[src/rtl/blit_paste_xform.sv]
module blit_paste_xform #(
  parameter int CW = 12,
  parameter int PW = 8
) (
  input  logic          clk,
  input  logic          rst_n,
  input  logic          start,
  input  logic [7:0]    mode,
  input  logic [CW-1:0] blit_w,
  input  logic [CW-1:0] blit_h,
  input  logic [CW-1:0] paste_x,
  input  logic [CW-1:0] paste_y,
  input  logic [CW-1:0] dst_w,
  input  logic [CW-1:0] dst_h,
  input  logic [CW-1:0] up_x,
  input  logic [CW-1:0] up_y,
  input  logic [CW-1:0] dn_x,
  input  logic [CW-1:0] dn_y,
  input  logic [PW-1:0] key_color,
  input  logic          src_valid,
  input  logic [PW-1:0] src_color,
  output logic          src_ready,
  output logic          dst_valid,
  input  logic          dst_ready,
  output logic [CW-1:0] dst_x,
  output logic [CW-1:0] dst_y,
  output logic [PW-1:0] dst_color
);
  localparam int XW = 2*CW;
  localparam int SW = 2*CW + 3;
  localparam logic [CW:0] FULL = {1'b1, {CW{1'b0}}};

  logic en, f_r90, f_r45, f_mir, f_flp, f_hc, f_vc, f_key;
  assign en    = mode[0];
  assign f_r90 = en & mode[1];
  assign f_r45 = en & mode[2];
  assign f_mir = en & mode[3];
  assign f_flp = en & mode[4];
  assign f_hc  = en & mode[5];
  assign f_vc  = en & mode[6];
  assign f_key = en & mode[7];

  logic [CW-1:0] ux, uy;
  logic [CW:0]   dx, dy;
  assign ux = (!en || up_x == '0) ? CW'(1) : up_x;
  assign uy = (!en || up_y == '0) ? CW'(1) : up_y;
  assign dx = (!en || dn_x == '0) ? FULL : {1'b0, dn_x};
  assign dy = (!en || dn_y == '0) ? FULL : {1'b0, dn_y};

  logic [XW:0]   prod_x, prod_y;
  logic [XW-1:0] ext_x, ext_y;
  assign prod_x = (XW+1)'(blit_w) * (XW+1)'(dx) + (XW+1)'({CW{1'b1}});
  assign prod_y = (XW+1)'(blit_h) * (XW+1)'(dy) + (XW+1)'({CW{1'b1}});
  assign ext_x  = XW'(prod_x[CW +: CW]) * XW'(ux);
  assign ext_y  = XW'(prod_y[CW +: CW]) * XW'(uy);

  logic [CW-1:0] sx, sy, ax, ay, kx, ky, rx, ry;
  logic [XW-1:0] bx, by;
  logic [PW-1:0] col;
  logic          busy;

  logic take, row_end, last_row, keep_x, keep_y, go, in_b, step;
  assign src_ready = !busy;
  assign take      = src_valid && !busy && !start;
  assign keep_x    = dx[CW] || ({1'b0, ax} < dx);
  assign keep_y    = dy[CW] || ({1'b0, ay} < dy);
  assign row_end   = (sx == blit_w - CW'(1));
  assign last_row  = (sy == blit_h - CW'(1));
  assign go        = keep_x && keep_y && !(f_key && src_color == key_color);
  assign step      = !in_b || dst_ready;

  always_ff @(posedge clk or negedge rst_n) begin
    if (!rst_n) begin
      sx <= '0; sy <= '0; ax <= '0; ay <= '0; kx <= '0; ky <= '0;
      rx <= '0; ry <= '0; bx <= '0; by <= '0; col <= '0; busy <= 1'b0;
    end else if (start) begin
      sx <= '0; sy <= '0; ax <= '0; ay <= '0; kx <= '0; ky <= '0;
      rx <= '0; ry <= '0; busy <= 1'b0;
    end else if (take) begin
      if (row_end) begin
        sx <= '0; ax <= '0; kx <= '0;
        if (last_row) begin
          sy <= '0; ay <= '0; ky <= '0;
        end else begin
          sy <= sy + CW'(1);
          ay <= ay + dy[CW-1:0];
          ky <= ky + CW'(keep_y);
        end
      end else begin
        sx <= sx + CW'(1);
        ax <= ax + dx[CW-1:0];
        kx <= kx + CW'(keep_x);
      end
      if (go) begin
        busy <= 1'b1;
        rx   <= '0;
        ry   <= '0;
        bx   <= XW'(kx) * XW'(ux);
        by   <= XW'(ky) * XW'(uy);
        col  <= src_color;
      end
    end else if (busy && step) begin
      if (rx == ux - CW'(1)) begin
        rx <= '0;
        if (ry == uy - CW'(1)) busy <= 1'b0;
        else ry <= ry + CW'(1);
      end else begin
        rx <= rx + CW'(1);
      end
    end
  end

  logic signed [SW-1:0] ox, oy, ex, ey, mx, my, u1, v1, ex2, ey2, u2, v2, px, py;
  assign ox  = SW'(bx) + SW'(rx);
  assign oy  = SW'(by) + SW'(ry);
  assign ex  = SW'(ext_x);
  assign ey  = SW'(ext_y);
  assign mx  = f_mir ? ex - ox - SW'(1) : ox;
  assign my  = f_flp ? ey - oy - SW'(1) : oy;
  assign u1  = f_r90 ? ey - my - SW'(1) : mx;
  assign v1  = f_r90 ? mx : my;
  assign ex2 = f_r90 ? ey : ex;
  assign ey2 = f_r90 ? ex : ey;
  assign u2  = f_r45 ? u1 - v1 : u1;
  assign v2  = f_r45 ? u1 + v1 : v1;
  assign px  = SW'(paste_x) + u2 - (f_hc ? (ex2 >>> 1) : SW'(0));
  assign py  = SW'(paste_y) + v2 - (f_vc ? (ey2 >>> 1) : SW'(0));

  assign in_b = !px[SW-1] && !py[SW-1]
             && (px[SW-2:0] < (SW-1)'(dst_w))
             && (py[SW-2:0] < (SW-1)'(dst_h));

  assign dst_valid = busy && in_b;
  assign dst_x     = px[CW-1:0];
  assign dst_y     = py[CW-1:0];
  assign dst_color = col;

  p_hold_r11: assert property (@(posedge clk) disable iff (!rst_n)
    dst_valid && !dst_ready && !start |=>
      dst_valid && $stable(dst_x) && $stable(dst_y) && $stable(dst_color));

  p_bounds_r10: assert property (@(posedge clk) disable iff (!rst_n)
    dst_valid |-> (dst_x < dst_w) && (dst_y < dst_h));

  p_masked_r3: assert property (@(posedge clk) disable iff (!rst_n)
    src_valid && src_ready && !start && mode[0] && mode[7] && src_color == key_color
      |=> src_ready && !dst_valid);

  p_exclusive_r12: assert property (@(posedge clk) disable iff (!rst_n)
    dst_valid |-> !src_ready);

  p_single_r2: assert property (@(posedge clk) disable iff (!rst_n)
    !mode[0] && !start && dst_valid && dst_ready |=> src_ready);
endmodule

[config.mk]
export PLATFORM = sky130hd
export DESIGN_NAME = blit_paste_xform
export DESIGN_NICKNAME = d
export VERILOG_FILES = /design/src/rtl/blit_paste_xform.sv
export SDC_FILE = /design/constraint.sdc
export NUM_CORES = 2
export LEC_CHECK = 0
export BUFFER_PORTS_ARGS = -buffer_cell sky130_fd_sc_hd__buf_2
export CAP_MARGIN = 5
export CORE_UTILIZATION = 60
export CTS_BUF_LIST = sky130_fd_sc_hd__clkbuf_8
export DETAILED_ROUTE_END_ITERATION = 8
export GPL_TIMING_DRIVEN = 0
export PLACE_DENSITY_LB_ADDON = 0.08
export SYNTH_ARGS = -nofsm -noshare
export SYNTH_HDL_FRONTEND = slang
export SYNTH_SLANG_ARGS = --single-unit
[constraint.sdc]
create_clock -name clk -period 71 [get_ports clk]
set_input_delay 7.1 -clock clk [delete_from_list [all_inputs] [get_ports clk]]
set_output_delay 7.1 -clock clk [all_outputs]
set_load 0.02 [all_outputs]
==> results.md <==
* Overflow after GRT at 0
* CTS Hold Buffers Added at 0
* Worst Clk Skew at 0.0247 ns
* Htree depth at 4
* CP max-delay cell: clkbuf_1
* CTS tree: yes
* Clock Tree Buf Depth at 2
* Count of cell types in the netlist at 102
* Slew headroom at 3.53%
* Seq/Total Area, Yosys at 7.11%
* GRT Overall Usage at 38.2%
* Antenna-violating nets left at 0
* Vias post-DR at 49200
* Vias in the first global route at 48600
* Average routed wire per standard cell at 21.0 um
* CP Buf/Inv Count at 18
* Commonest cells post-synth: inv_1, nand2_1, ha_1, fa_1, nor2_1
* CP Launch Type: input port
* CP delay by family, top: compound AO/OA/AOI/OAI gates
* Final-report setup violation count at 0
* First-pass DRT Iterations at 9
* WP data required at 63.90 ns
* Clock latency on the worst-skew pair at 0.56 ns
* Gpl congestion at 1.02
* Share of layout cells above drive strength 1 at 5.16%
* #FFs+latches synth at 153
* Failing checks: design-rule violations
* Setup TNS Final at 0 ns
* Clk slew on worst S/H paths at 0.10 ns
* Core Footprint at 88600 sq um
* Synth top area cells: fa_1, ha_1, dfrtp_1
* Area of the die at 91000 sq um
* Post-route design area at 56700 sq um
* Fin. Hold Viols at 0
* Postcts setup bufs at 0
* Final wirelength at 171 mm
* Main synth FF type: dfrtp_1
* WS Path Type: in -> out
* Avg Cell Area, Syn at 7.95 sq um
* Initial core utilization at 60.8%
* Root buffer cell: clkbuf_8
* CTS buffer count at 17
* Chip Width at 302 um
* EDFF count, synth at 0
* CP Capture Type: output pin
* Minimum clock period at 42.27 ns
* DR vias/cell at 6.03
* Initial antenna violation count at 7
* Most frequent cell after synthesis: inv_1
* Worst path max stage delay at 1.03 ns
* Crit Path Max Fanout at 10
* Sink Count at 153
* CP Data Arrival Time at 35.17 ns
* Peak Freq at 23.7 MHz
* Async set-reset flop share out of synthesis at 100%
* FP Rows at 109
* First-pass GRT wire length at 269 mm
* RSZ-0062 raised after global routing: no
* Gate Count Post-Synth at 6775
* Syn Nets at 8263
* 1st-iter DRT viols at 4528
* I/O Pins at 183
* Worst-margin pin slew at 1.45 ns
* Period utilization at 59.5%
* Max cap viols at 0
* Top cell type by total area after synthesis: fa_1
* Resize count post-CTS at 0
* Layout Area Growth over Synthesis at 5.21%
* Slew Viols, Final at 0
* Pin count of the biggest net entering global routing at 118
* Nets at 8459
* YS warnings at 0
* Syn Std Cell Area at 53900 sq um
* Placed cell areas at 56300 sq um
* Input/output buffers at 172
* Share of the synthesized area in the top cell type at 24.8%
* DRC at 44
* Hold Crit Class: reg -> reg
* DIE HEIGHT at 302 um
* Outcome: finished, violations left
* Post-DP HPWL at 144 mm
[state kept, by name, summed over array words and instances (netlist names)]
register,cells
ax,12
ay,12
busy,1
bx,24
by,24
dst_color,8
kx,12
ky,12
rx,12
ry,12
sx,12
sy,12
[final timing paths]
kind | to | slack [ns] | depth (start not counted) | startpoint
max | dst_valid | 28.73 | 94 | mode[0]
min | dst_color[1] | 0.51 | 1 | dst_color[1]
max reg2reg | rx[6] | 55.07 | 59 | ry[0]
min reg2reg | dst_color[1] | 0.51 | 1 | dst_color[1]
max in group asynchronous | bx[12] | 63.64 | 2 | rst_n
min in group asynchronous | ax[8] | 6.40 | 1 | rst_n
[cells by family (layout without fill, tap and decap cells)]
kind of cell             after synthesis  after routing  synth area share (%)
AND/OR/NAND/NOR                     2283           2283                  20.1
other                                  0              2                     0
buffers and inverters               1307           1515                  9.15
flip-flops                           153            153                  7.11
XOR/XNOR                             423            423                  6.94
multiplexers                         120            120                  2.43
AO/OA/AOI/OAI                       1147           1147                  13.8
adder cells (fa/ha/maj)             1342           1342                  40.4
[metrics by stage]
step / setup WS (ns) / std cells / utilization [%] / hold WS (ns)
floorplan: 36.85 / 6775 / - / 0.456
global placement: 29.31 / 8112 / 63.4 / 0.477
detailed placement: 29.45 / 8117 / 63.5 / 0.483
CTS: 29.35 / 8148 / 63.9 / 0.510
global route: 27.34 / 8149 / 63.9 / 0.526
finish: 28.73 / 8150 / 63.9 / 0.510
[layout make-up]
| cell class | count | area, sq um |
|---|---|---|
| Tap cell | 1165 | 1460 |
| Clock buffer | 18 | 248 |
| Timing Repair Buffer | 177 | 942 |
| Sequential cell | 153 | 3830 |
| Inverter | 991 | 3720 |
| Fill cell | 8039 | 32000 |
| Buffer | 316 | 1210 |
| Multi-Input combinational cell | 5315 | 45100 |
| Clock inverter | 13 | 144 |
| Antenna cell | 2 | 5.00 |
[placed cells by master (no fill, tap or decap), drive strengths merged, types with 255 or more instances in the layout]
cell	netlist	final
inv	989	994
nand2	907	907
ha	672	672
fa	667	667
nor2	454	454
a21oi	327	327
clkbuf	285	303
xnor2	295	295
and3	283	283
o21ai	255	255
[metal layers]
layer	up-vias	wire, um	track usage [%]
met2	2125	77200	61.1
met3	450	15900	6.99
met5	-	47	0
met4	8	8930	17.6
met1	23900	68800	50.2
li1	22700	-	-
Power is not shown: default switching activity piles up to over one toggle a cycle in this logic, so the estimate is an artifact.
